==> src/rtl/spi_fm_pkg.sv <==
package spi_fm_pkg;

  typedef enum logic [1:0] {
    EV_NONE,
    EV_LEAD,
    EV_TRAIL,
    EV_END
  } spi_ev_e;

  // Bit count actually used for a frame.
  function automatic int unsigned clamp_len(int unsigned raw, int unsigned max_bits);
    if (raw < 4) return 4;
    if (raw > max_bits) return max_bits;
    return raw;
  endfunction

  // Half period of the serial clock in system clocks.
  function automatic int unsigned half_period(int unsigned raw);
    return (raw == 0) ? 1 : raw;
  endfunction

  // Half-period ticks from frame start to release.
  function automatic int unsigned frame_ticks(int unsigned n, logic pha);
    return 2 * n + (pha ? 1 : 2);
  endfunction

  // Phase-normalised tick index: leading edges fall on odd values.
  function automatic int unsigned norm_tick(int unsigned t, logic pha);
    return pha ? t : t - 1;
  endfunction

  // What happens at half-period tick t (t >= 1) of an n-bit frame.
  function automatic spi_ev_e decode_tick(int unsigned t, logic pha, int unsigned n);
    int unsigned u;
    u = norm_tick(t, pha);
    if (u == 2 * n + 1) return EV_END;
    if (u >= 1 && u <= 2 * n) return u[0] ? EV_LEAD : EV_TRAIL;
    return EV_NONE;
  endfunction

  function automatic logic is_final_trail(int unsigned t, logic pha, int unsigned n);
    return norm_tick(t, pha) == 2 * n;
  endfunction

endpackage

==> src/rtl/spi_fm_divider.sv <==
module spi_fm_divider #(
  parameter int DIV_W = 8
) (
  input  logic             clk,
  input  logic             rst_n,
  input  logic             run,
  input  logic             restart,
  input  logic [DIV_W-1:0] half,
  output logic             tick
);

  logic [DIV_W-1:0] cnt;

  assign tick = run && !restart && (cnt == half - DIV_W'(1));

  always_ff @(posedge clk or negedge rst_n) begin
    if (!rst_n) begin
      cnt <= '0;
    end else if (restart || !run || tick) begin
      cnt <= '0;
    end else begin
      cnt <= cnt + DIV_W'(1);
    end
  end

endmodule

==> src/rtl/spi_fm_sequencer.sv <==
module spi_fm_sequencer
  import spi_fm_pkg::*;
#(
  parameter int CNT_W = 7,
  parameter int LEN_W = 6
) (
  input  logic             clk,
  input  logic             rst_n,
  input  logic             start,
  input  logic             abort,
  input  logic             tick,
  input  logic             pha,
  input  logic [LEN_W-1:0] nbits,
  output spi_ev_e          ev,
  output logic             final_trail
);

  logic [CNT_W-1:0] t_q;
  logic [CNT_W-1:0] t_nx;

  assign t_nx = t_q + CNT_W'(1);

  always_comb begin
    ev          = EV_NONE;
    final_trail = 1'b0;
    if (tick) begin
      ev          = decode_tick(32'(t_nx), pha, 32'(nbits));
      final_trail = is_final_trail(32'(t_nx), pha, 32'(nbits));
    end
  end

  always_ff @(posedge clk or negedge rst_n) begin
    if (!rst_n) begin
      t_q <= '0;
    end else if (start || abort) begin
      t_q <= '0;
    end else if (tick) begin
      t_q <= t_nx;
    end
  end

endmodule

==> src/rtl/spi_fm_shifter.sv <==
module spi_fm_shifter #(
  parameter int MAX_BITS = 32,
  parameter int LEN_W    = 6
) (
  input  logic                clk,
  input  logic                rst_n,
  input  logic                clear,
  input  logic                load,
  input  logic                pha,
  input  logic [LEN_W-1:0]    nbits,
  input  logic [MAX_BITS-1:0] tx_word,
  input  logic                shift_out,
  input  logic                sample_in,
  input  logic                miso,
  output logic                mosi,
  output logic [MAX_BITS-1:0] rx_word
);

  logic [MAX_BITS-1:0] tx_sh;
  logic [MAX_BITS-1:0] aligned;
  logic [LEN_W-1:0]    pad;

  // Left-align the word so the first bit out is always the top bit.
  assign pad     = LEN_W'(MAX_BITS) - nbits;
  assign aligned = tx_word << pad;

  always_ff @(posedge clk or negedge rst_n) begin
    if (!rst_n) begin
      tx_sh <= '0;
      mosi  <= 1'b0;
    end else if (clear) begin
      mosi <= 1'b0;
    end else if (load) begin
      if (pha) begin
        tx_sh <= aligned;
      end else begin
        mosi  <= aligned[MAX_BITS-1];
        tx_sh <= aligned << 1;
      end
    end else if (shift_out) begin
      mosi  <= tx_sh[MAX_BITS-1];
      tx_sh <= tx_sh << 1;
    end
  end

  always_ff @(posedge clk or negedge rst_n) begin
    if (!rst_n) begin
      rx_word <= '0;
    end else if (load) begin
      rx_word <= '0;
    end else if (sample_in) begin
      rx_word <= {rx_word[MAX_BITS-2:0], miso};
    end
  end

endmodule

==> src/rtl/spi_frame_master.sv <==
module spi_frame_master
  import spi_fm_pkg::*;
#(
  parameter int MAX_BITS = 32,
  parameter int DIV_W    = 8,
  localparam int LEN_W   = $clog2(MAX_BITS + 1),
  localparam int CNT_W   = $clog2(2 * MAX_BITS + 3)
) (
  input  logic                clk,
  input  logic                rst_n,
  input  logic                enable,
  input  logic                cpol,
  input  logic                cpha,
  input  logic [LEN_W-1:0]    word_len,
  input  logic [DIV_W-1:0]    clk_div,
  input  logic                tx_load,
  input  logic [MAX_BITS-1:0] tx_data,
  output logic                busy,
  output logic                rx_valid,
  output logic [MAX_BITS-1:0] rx_data,
  output logic                frm_n,
  output logic                sclk,
  output logic                mosi,
  input  logic                miso
);

  logic             busy_q;
  logic             pha_q;
  logic             pol_q;
  logic             ph_q;
  logic [LEN_W-1:0] len_q;
  logic [DIV_W-1:0] half_q;
  logic [LEN_W-1:0] len_now;
  logic             rxv_q;
  logic [MAX_BITS-1:0] rxd_q;

  // Named internal events.
  logic    start_w;
  logic    abort_w;
  logic    tick_w;
  spi_ev_e ev_w;
  logic    final_trail_w;
  logic    lead_w;
  logic    trail_w;
  logic    end_w;
  logic    shift_w;
  logic    sample_w;
  logic [MAX_BITS-1:0] rx_word_w;

  assign start_w  = enable && tx_load && !busy_q;
  assign abort_w  = !enable && busy_q;
  assign len_now  = LEN_W'(clamp_len(32'(word_len), MAX_BITS));
  assign lead_w   = (ev_w == EV_LEAD);
  assign trail_w  = (ev_w == EV_TRAIL);
  assign end_w    = (ev_w == EV_END);
  assign shift_w  = pha_q ? lead_w : (trail_w && !final_trail_w);
  assign sample_w = pha_q ? trail_w : lead_w;

  spi_fm_divider #(
    .DIV_W (DIV_W)
  ) u_divider (
    .clk     (clk),
    .rst_n   (rst_n),
    .run     (busy_q),
    .restart (start_w),
    .half    (half_q),
    .tick    (tick_w)
  );

  spi_fm_sequencer #(
    .CNT_W (CNT_W),
    .LEN_W (LEN_W)
  ) u_sequencer (
    .clk         (clk),
    .rst_n       (rst_n),
    .start       (start_w),
    .abort       (abort_w),
    .tick        (tick_w),
    .pha         (pha_q),
    .nbits       (len_q),
    .ev          (ev_w),
    .final_trail (final_trail_w)
  );

  spi_fm_shifter #(
    .MAX_BITS (MAX_BITS),
    .LEN_W    (LEN_W)
  ) u_shifter (
    .clk       (clk),
    .rst_n     (rst_n),
    .clear     (!enable),
    .load      (start_w),
    .pha       (cpha),
    .nbits     (len_now),
    .tx_word   (tx_data),
    .shift_out (shift_w),
    .sample_in (sample_w),
    .miso      (miso),
    .mosi      (mosi),
    .rx_word   (rx_word_w)
  );

  // Frame configuration, captured at the accepted load.
  always_ff @(posedge clk or negedge rst_n) begin
    if (!rst_n) begin
      pha_q  <= 1'b0;
      pol_q  <= 1'b0;
      len_q  <= LEN_W'(4);
      half_q <= DIV_W'(1);
    end else if (start_w) begin
      pha_q  <= cpha;
      pol_q  <= cpol;
      len_q  <= len_now;
      half_q <= DIV_W'(half_period(32'(clk_div)));
    end
  end

  // Frame and clock phase state.
  always_ff @(posedge clk or negedge rst_n) begin
    if (!rst_n) begin
      busy_q <= 1'b0;
      ph_q   <= 1'b0;
    end else if (start_w) begin
      busy_q <= 1'b1;
      ph_q   <= 1'b0;
    end else if (abort_w || end_w) begin
      busy_q <= 1'b0;
      ph_q   <= 1'b0;
    end else if (lead_w) begin
      ph_q <= 1'b1;
    end else if (trail_w) begin
      ph_q <= 1'b0;
    end
  end

  always_ff @(posedge clk or negedge rst_n) begin
    if (!rst_n) begin
      rxv_q <= 1'b0;
      rxd_q <= '0;
    end else begin
      rxv_q <= end_w && enable;
      if (end_w && enable) begin
        rxd_q <= rx_word_w;
      end
    end
  end

  assign busy     = busy_q;
  assign frm_n    = !busy_q;
  assign sclk     = busy_q ? (pol_q ^ ph_q) : cpol;
  assign rx_valid = rxv_q;
  assign rx_data  = rxd_q;

endmodule

==> config.mk <==
export PLATFORM = sky130hd
export DESIGN_NAME = spi_frame_master
export DESIGN_NICKNAME = d
export VERILOG_FILES = /design/src/rtl/spi_fm_pkg.sv /design/src/rtl/spi_fm_divider.sv /design/src/rtl/spi_fm_sequencer.sv /design/src/rtl/spi_fm_shifter.sv /design/src/rtl/spi_frame_master.sv
export SDC_FILE = /design/constraint.sdc
export NUM_CORES = 1
export LEC_CHECK = 0
export BUFFER_PORTS_ARGS = -buffer_cell sky130_fd_sc_hd__clkbuf_2
export CORE_MARGIN = 5
export CORE_UTILIZATION = 42
export CTS_CLUSTER_DIAMETER = 60
export DETAILED_ROUTE_END_ITERATION = 8
export GPL_ROUTABILITY_DRIVEN = 0
export PLACE_DENSITY_LB_ADDON = 0.15
export SYNTH_ARGS = -nofsm -noshare
export SYNTH_HDL_FRONTEND = slang
export SYNTH_HIERARCHICAL = 1
export SYNTH_SLANG_ARGS = --single-unit
export TNS_END_PERCENT = 20
==> constraint.sdc <==
create_clock -name clk -period 6.1 [get_ports clk]
set_input_delay 1.83 -clock clk [delete_from_list [all_inputs] [get_ports clk]]
set_output_delay 1.83 -clock clk [all_outputs]
set_load 0.01 [all_outputs]
After elaboration in Yosys (flattened, before gate mapping)
Cells that the tools add are included.

cells by class
  muxes and demuxes = 42
  shift-type cells = 1
  magnitude comparators = 4
  add/sub/neg operators = 6
  reductions and logical operators = 24
  equal/unequal tests = 8
  bitwise gates (word level) = 1

operator list
  cell                                                  count
  two-way mux 32 bit                                    6
  == test 32 bit                                        1
  == test 32 x 7 -> 1 bit                               1
  >= comparator 32 x 1 -> 1 bit, second input constant  1
  less-or-equal comparator 32 x 7 -> 1 bit              1
  left shift 32 x 6 -> 32 bit                           1
  two-way mux 1 bit                                     22
  two-way mux 6 bit                                     3
  two-way mux 8 bit                                     2
  two-way mux 7 bit                                     2
  two-way mux 2 bit                                     6
  adder 7 x 1 -> 8 bit, second input constant           1
  adder 8 x 1 -> 8 bit, second input constant           1
  == test 8 bit                                         1
  logical AND 1 bit                                     8
  zero test 8 bit                                       1
  nonzero test 2 bit                                    4
  subtractor 7 x 1 -> 8 bit, second input constant      1
  subtractor 8 x 1 -> 8 bit, second input constant      1
  adder 7 x 1 -> 7 bit, second input constant           1
  greater-than comparator 6 bit, second input constant  1
  < comparator 6 x 3 -> 1 bit, second input constant    1
  subtractor 6 bit, first input constant                1
  == test 2 bit, second input constant                  2
  other kinds (9)                                       16

word-level totals
  register bits = 131
  word-level logic and storage cells = 99
  output and inout bits = 37

Longest topological paths before layout
  depth in word-level cells = 17
  depth in mapped cells = 21

By module
Netlist, hierarchy kept.

by module, submodules not included
  module            instances  seq. area each (um^2)  area each (um^2)  cells each
  spi_fm_shifter    1          1,626.6                5,368.9           578
  spi_frame_master  1          1,278.7                2,199.6           139
  spi_fm_sequencer  1          175.2                  949.7             115
  spi_fm_divider    1          200.2                  827.0             95

Worst setup path after synthesis
Ideal clock, no wire load.

  path kind = input port to flip-flop
  from = input port tx_load
  to = register u_shifter.tx_sh[5]
  setup slack = 698 ps
  data required time = 5,974 ps
  cell stages on the path = 17
  arrival = 5,276 ps
  path buffers = 3
  cells stage by stage = nand3b_4 -> inv_1 -> nand2b_1 -> nor3_2 -> a21boi_2 -> clkbuf_1 -> inv_1 -> a311o_1 -> a311oi_1 -> nand2b_1 -> o32ai_1 -> nor2_1 -> or2_2 -> clkbuf_1 -> clkbuf_1 -> a221oi_1 -> nor2_1

between the ends
  word-level cells in the longest chain between the ends = 11
  elaborated cells between the ends (all ways) = 15
  classes of those cells = 2 x eq/ne; 4 x mux; 9 x reduce/logical

RTL lines
  item                                    line                    source
  start: declaration                      spi_frame_master.sv:16  input logic tx_load,
  logical AND 1 bit * (2 in series)       spi_frame_master.sv:50  assign start_w = enable && tx_load && !busy_q;
  via start_w                             spi_frame_master.sv:38  logic start_w;
  zero test 1 bit *                       spi_fm_divider.sv:14    assign tick = run && !restart && (cnt == half - DIV_W'(1));
  logical AND 1 bit * (2 in series)       spi_fm_divider.sv:14
  via tick_w                              spi_frame_master.sv:40  logic tick_w;
  two-way mux 2 bit *                     spi_fm_sequencer.sv:26  if (tick) begin
  via ev_w[1]                             spi_frame_master.sv:41  spi_ev_e ev_w;
  == test 2 bit                           spi_frame_master.sv:54  assign trail_w = (ev_w == EV_TRAIL);
  logical AND 1 bit                       spi_frame_master.sv:56  assign shift_w = pha_q ? lead_w : (trail_w && !final_trail_w);
  two-way mux 1 bit *                     spi_frame_master.sv:56
  via shift_w                             spi_frame_master.sv:46  logic shift_w;
  nonzero test 2 bit (no source line) *   n/a
  AND reduction 2 bit (no source line) *  n/a
  end signal: assignment                  spi_fm_shifter.sv:35    tx_sh <= aligned;
  end signal: assignment                  spi_fm_shifter.sv:38    tx_sh <= aligned << 1;
  end signal: assignment                  spi_fm_shifter.sv:42    tx_sh <= tx_sh << 1;
  end: declaration                        spi_fm_shifter.sv:19    logic [MAX_BITS-1:0] tx_sh;

The timed path passes the listed nets; every way through them passes the cells marked *.
A chain may end at the register's enable or synchronous reset.

Worst setup path after layout
  from = register u_sequencer.t_q[0]
  to = register u_shifter.tx_sh[25]

between the ends
  word-level cells in the longest chain between the ends = 16
  elaborated cells between the ends (all ways) = 26
  classes of those cells = 2 x add/sub; 2 x order compare; 4 x eq/ne; 13 x mux; 5 x reduce/logical

RTL lines
  item                                                                                       line                    source
  start: declaration                                                                         spi_fm_sequencer.sv:18  logic [CNT_W-1:0] t_q;
  start signal: assignment                                                                   spi_fm_sequencer.sv:38  t_q <= t_nx;
  adder 7 x 1 -> 7 bit *                                                                     spi_fm_sequencer.sv:21  assign t_nx = t_q + CNT_W'(1);
  subtractor 7 x 1 -> 8 bit                                                                  spi_fm_pkg.sv:29        return pha ? t : t - 1;
  two-way mux 32 bit *                                                                       spi_fm_pkg.sv:29
  >= comparator 32 x 1 -> 1 bit or less-or-equal comparator 32 x 7 -> 1 bit (tied branches)  spi_fm_pkg.sv:37        if (u >= 1 && u <= 2 * n) return u[0] ? EV_LEAD : EV_TRAIL;
  logical AND 1 bit                                                                          spi_fm_pkg.sv:37
  two-way mux 1 bit (2 in series)                                                            spi_fm_pkg.sv:37
  two-way mux 1 bit                                                                          spi_fm_sequencer.sv:26
  two-way mux 2 bit                                                                          spi_fm_pkg.sv:38        return EV_NONE;
  two-way mux 2 bit *                                                                        spi_fm_pkg.sv:37
  two-way mux 2 bit *                                                                        spi_fm_sequencer.sv:26
  via ev_w[1]                                                                                spi_frame_master.sv:41
  == test 2 bit                                                                              spi_frame_master.sv:54
  logical AND 1 bit                                                                          spi_frame_master.sv:56
  two-way mux 1 bit *                                                                        spi_frame_master.sv:56
  via shift_w                                                                                spi_frame_master.sv:46
  nonzero test 2 bit (no source line) *                                                      n/a
  AND reduction 2 bit (no source line) *                                                     n/a

The timed path passes the listed nets; every way through them passes the cells marked *. The select of a mux whose other input is x is not followed.

==> impl_results.html <==
<table>
<tr><th>Metric</th><th>Value</th></tr>
<tr><th colspan="2">Power</th></tr>
<tr><td>Switching portion of total power</td><td>33.7%</td></tr>
<tr><td>Power share of the clock group</td><td>37.2%</td></tr>
<tr><td>Maximum VDD drop</td><td>0.000139 V</td></tr>
<tr><td>Total internal power</td><td>1.78 mW</td></tr>
<tr><td>Gate power share</td><td>between 20% and 30%</td></tr>
<tr><td>Seq pwr share</td><td>38.1%</td></tr>
<tr><td>Net Sw Power</td><td>about 0.91 mW</td></tr>
<tr><td>Areal power density over the cells</td><td>approximately 250 mW/mm^2</td></tr>
<tr><td>Leakage power summed over all cells</td><td>~4.7 nW</td></tr>
<tr><th colspan="2">Synth</th></tr>
<tr><td>Post-synth top area share</td><td>34.5%</td></tr>
<tr><td>Leading cell types by total area after synthesis</td><td>sky130_fd_sc_hd__dfrtp_1 35%, sky130_fd_sc_hd__mux2i_1 8.2%, sky130_fd_sc_hd__mux4_2 6.0%</td></tr>
<tr><td>Net count of the mapped netlist</td><td>just under 1000</td></tr>
<tr><td>Number of instances in the synthesized netlist</td><td>927</td></tr>
<tr><td>Post-synth design cell area</td><td>~0.0093 mm^2</td></tr>
<tr><td>Post-synthesis sequential element count</td><td>131</td></tr>
<tr><td>Syn_area_per_cell</td><td>10.1 um^2</td></tr>
<tr><td>Number of enable flip-flop cells after synthesis</td><td>0</td></tr>
<tr><td>Largest area contributor in the netlist</td><td>sky130_fd_sc_hd__dfrtp_1</td></tr>
<tr><td>Number of distinct library cell variants in the gate-level netlist after synthesis</td><td>between 90 and 100</td></tr>
<tr><td>Ranking of synthesized cells by instance count</td><td>129 x sky130_fd_sc_hd__dfrtp_1, 100 x sky130_fd_sc_hd__nor2_1, 77 x sky130_fd_sc_hd__mux2i_1</td></tr>
<tr><td>Post-synthesis sequential area ratio</td><td>a little over a third</td></tr>
<tr><td>Async set-or-reset flop fraction in the synthesized netlist</td><td>100%</td></tr>
<tr><td>Most common cell in the synthesized netlist</td><td>sky130_fd_sc_hd__dfrtp_1</td></tr>
<tr><td>Most common flop cell mapped by yosys</td><td>sky130_fd_sc_hd__dfrtp_1</td></tr>
<tr><td>Number of warnings reported in the yosys synthesis log</td><td>6</td></tr>
<tr><th colspan="2">Placed design</th></tr>
<tr><td># port buffers</td><td>89</td></tr>
<tr><td>Half-perimeter wire length of the detailed placement result</td><td>16700 um</td></tr>
<tr><td>Total placed cells including tap cells</td><td>1257</td></tr>
<tr><td>DP Worst Slack</td><td>0.566 ns</td></tr>
<tr><th colspan="2">Worst setup path</th></tr>
<tr><td>WP buf/inv</td><td>0</td></tr>
<tr><td>Cells on worst reg2reg path</td><td>16</td></tr>
<tr><td>Endpoint class of the critical path</td><td>flip-flop</td></tr>
<tr><td>Crit-path slowest cell</td><td>sky130_fd_sc_hd__dfrtp_1</td></tr>
<tr><td>Critical path start-end classification</td><td>reg2reg</td></tr>
<tr><td>Kind of start point of the critical path</td><td>flip-flop</td></tr>
<tr><td>Data arrival at the endpoint of the critical path</td><td>approximately 5.6 ns</td></tr>
<tr><td>Critical Path RT</td><td>between 6 and 7 ns</td></tr>
<tr><td>Reg2reg setup slack</td><td>about 0.83 ns</td></tr>
<tr><td>Kind of cell adding the most delay to the critical path</td><td>compound AO/OA/AOI/OAI gates</td></tr>
<tr><td>Startpoint of the worst-slack reg-to-reg timing path</td><td>u_sequencer/t_q[0]</td></tr>
<tr><td>Capture point of the worst reg-to-reg path</td><td>u_shifter/tx_sh[25]</td></tr>
<tr><td>CP Max Fanout</td><td>27</td></tr>
<tr><td>CP peak stage delay</td><td>0.53 ns</td></tr>
<tr><td>Ordered cell list for the critical path</td><td>ha_1, nor3b_2, nand2_1, nor2_1, xnor2_1, ha_1, a2111oi_0, a221oi_1, a311o_1, a311oi_1, nand2b_1, o32ai_1, nor2_1, or2_2, a221o_1, o32a_1</td></tr>
<tr><th colspan="2">Detailed routing</th></tr>
<tr><td>Mean number of vias per cell</td><td>5.77</td></tr>
<tr><td>Post-route ant nets</td><td>0</td></tr>
<tr><td>Drt drc</td><td>0</td></tr>
<tr><td>Number of iterations in the first detailed-routing pass</td><td>5</td></tr>
<tr><td>Average detailed-routed wire length per instance</td><td>approximately 18 um</td></tr>
<tr><td>Initial drt markers</td><td>roughly 490</td></tr>
<tr><td>Total length of routed wires</td><td>23400 um</td></tr>
<tr><td>Overall via count from detail_route</td><td>7436</td></tr>
<tr><th colspan="2">Status</th></tr>
<tr><td>Status</td><td>finished clean</td></tr>
<tr><th colspan="2">Clocking</th></tr>
<tr><td>Number of H-tree levels</td><td>4</td></tr>
<tr><td>Hold buffer count at CTS</td><td>0</td></tr>
<tr><td>Clock net sink count</td><td>around 130</td></tr>
<tr><td>Clock edge transition at the registers on the reported setup and hold paths</td><td>0.06 ns</td></tr>
<tr><td>Clock latency of the later-clocked register in the worst-skew pair</td><td>0.42 ns</td></tr>
<tr><td>Quantity of gates resized following cts</td><td>0</td></tr>
<tr><td>Post CTS Setup Buffer Count</td><td>0</td></tr>
<tr><td>Buffer depth of the longest clock path</td><td>2</td></tr>
<tr><td>CTS buffer count</td><td>17</td></tr>
<tr><td>TritonCTS clock tree</td><td>done</td></tr>
<tr><td>Root buffer cell</td><td>sky130_fd_sc_hd__clkbuf_16</td></tr>
<tr><th colspan="2">Floorplanning</th></tr>
<tr><td>Die Wd</td><td>159 um</td></tr>
<tr><td>Total die area</td><td>0.0253 mm^2</td></tr>
<tr><td>Area of the placeable core</td><td>0.0219 mm^2</td></tr>
<tr><td>Effective utilization at floorplan</td><td>42.7%</td></tr>
<tr><td>Site row count</td><td>54</td></tr>
<tr><td>Count of pins on the block boundary</td><td>90</td></tr>
<tr><td>Height of the chip</td><td>~160 um</td></tr>
<tr><th colspan="2">Global routing</th></tr>
<tr><td>Maximum number of pins on one net before global-route repair</td><td>93</td></tr>
<tr><td>Global-route usage over all layers</td><td>18.3%</td></tr>
<tr><td>Number of antenna violations at the first check in global routing</td><td>0</td></tr>
<tr><td>First-pass GRT wire length</td><td>39000 um</td></tr>
<tr><td>Number of global-route vias before repair</td><td>around 7300</td></tr>
<tr><td>Total gr overflow</td><td>0</td></tr>
<tr><th colspan="2">Worst hold path</th></tr>
<tr><td>Endpoint of the worst hold-timing path</td><td>u_shifter/tx_sh[8]</td></tr>
<tr><td>Hold Crit Class</td><td>reg2reg</td></tr>
<tr><td>Critical hold path startpoint</td><td>u_shifter/tx_sh[8]</td></tr>
<tr><td>Instance count along the most critical hold path</td><td>2</td></tr>
<tr><th colspan="2">STA</th></tr>
<tr><td>Worst hold-check slack</td><td>~0.47 ns</td></tr>
<tr><td>Worst setup skew after layout</td><td>0.0116 ns</td></tr>
<tr><td>Slew at the pin with the worst max-slew slack</td><td>approximately 0.85 ns</td></tr>
<tr><td>Count of endpoints failing hold in the final timing report</td><td>0</td></tr>
<tr><td>Peak Freq</td><td>0.190 GHz</td></tr>
<tr><td>Setup TNS Final</td><td>0 ns</td></tr>
<tr><td>Remaining max-slew budget at the tightest pin</td><td>43.6%</td></tr>
<tr><td>Number of pins exceeding their max-slew limit in the final report</td><td>0</td></tr>
<tr><td>Setup violation total in the final timing report</td><td>0</td></tr>
<tr><td>Smallest setup slack after layout</td><td>0.831 ns</td></tr>
<tr><td>Setup repair after global routing missed its margin</td><td>no</td></tr>
<tr><td>Final period utilization</td><td>a little under nine tenths</td></tr>
<tr><td>Fin crit period</td><td>between 5 and 6 ns</td></tr>
<tr><th colspan="2">Layout</th></tr>
<tr><td>Fraction of layout cells with a size suffix above 1</td><td>27.2%</td></tr>
<tr><td>Number of inserted diodes</td><td>0</td></tr>
<tr><td>Number of nets in the layout</td><td>1060</td></tr>
<tr><td>Final standard cell count with taps included and fillers excluded</td><td>1289</td></tr>
<tr><td>Area Overhead vs Synth</td><td>13.3%</td></tr>
<tr><th colspan="2">Flow run</th></tr>
<tr><td>Max Cap Violations</td><td>0</td></tr>
</table>
-- state kept, by name, summed over array words and instances, names as in the netlist --
name,count
busy,1
half_q,8
len_q,6
ph_q,1
pha_q,1
pol_q,1
rx_data,32
rx_valid,1
u_divider/cnt,8
u_sequencer/t_q,7
u_shifter/mosi,1
u_shifter/rx_word,32
u_shifter/tx_sh,32
-- layout by cell type (no fill, tap or decap), drive strengths merged, types with 25 or more instances in the layout --
cell	instances
mux4	25
clkbuf	105
mux2	61
nor2	104
inv	38
dfrtp	129
o21ai	47
nand3	34
nand2	67
mux2i	77
a21oi	38
-- per-layer routing --
layer  wire (um)  track usage, %  share of wire, %  vias to the layer above
met5           0               0                 0                        -
met4         410            5.47               1.8                        0
met3        1070            3.47               4.6                       22
met2       11100            29.1                47                      196
met1       10800            25.5                46                     3644
li1            -               -                 -                     3574
-- power groups by stage --
stage / Sequential, mW / Clock [mW] / Combinational, mW
2_1_floorplan: 1.02 / 0 / 0.490
3_3_place_gp: 1.04 / 0 / 0.657
3_5_place_dp: 1.04 / 0 / 0.661
4_1_cts: 1.03 / 1.03 / 0.663
5_1_grt: 1.04 / 1.07 / 0.727
6_report: 1.03 / 0.999 / 0.664
-- area by class of cell --
type	count	area (um^2)
Clock inverter	15	158
Sequential cell	131	3280
Fill cell	2112	11300
Multi-Input combinational cell	705	5630
Tap cell	280	350
Inverter	29	109
Clock buffer	17	425
Timing Repair Buffer	112	637
-- cell families (layout without fill, tap and decap cells) --
group                    count (synthesis)  in the layout  share of synthesized area [%]
AND/OR/NAND/NOR                        277            277                           14.8
AO/OA/AOI/OAI                          218            218                           17.0
multiplexers                           163            163                           23.1
flip-flops                             131            131                           35.1
buffers and inverters                   91            173                           5.02
XOR/XNOR                                36             36                           3.57
adder cells (fa/ha/maj)                 11             11                           1.47
-- metrics by stage --
stage | instance area (um^2) | util (%) | power [mW]
detailed placement | 10000 | 45.7 | 1.70
global route | 10600 | 48.4 | 2.84
global placement | 10000 | 45.7 | 1.70
finish | 10600 | 48.4 | 2.69
CTS | 10600 | 48.4 | 2.72
floorplan | 9350 | - | 1.51
-- tightest hold or removal path: stages, from the launching register on --
cell                      delay [ns]
sky130_fd_sc_hd__dfrtp_1        0.34
sky130_fd_sc_hd__nand2_1        0.05
sky130_fd_sc_hd__nand2_1        0.05
-- how the worst max path moves through the flow --
stage / start / endpoint / slack [ns] / cells past startpoint
4_1_cts: u_sequencer/t_q[0] / u_shifter/tx_sh[25] / 0.85 / 16
3_5_place_dp: word_len[5] / u_shifter/tx_sh[28] / 0.57 / 12
3_3_place_gp: word_len[5] / u_shifter/tx_sh[28] / 0.63 / 12
6_report: u_sequencer/t_q[0] / u_shifter/tx_sh[25] / 0.83 / 16
2_1_floorplan: tx_load / u_shifter/tx_sh[5] / 0.70 / 17
5_1_grt: u_sequencer/t_q[0] / u_shifter/tx_sh[9] / 0.45 / 17
(Power assumes the default switching activity.)
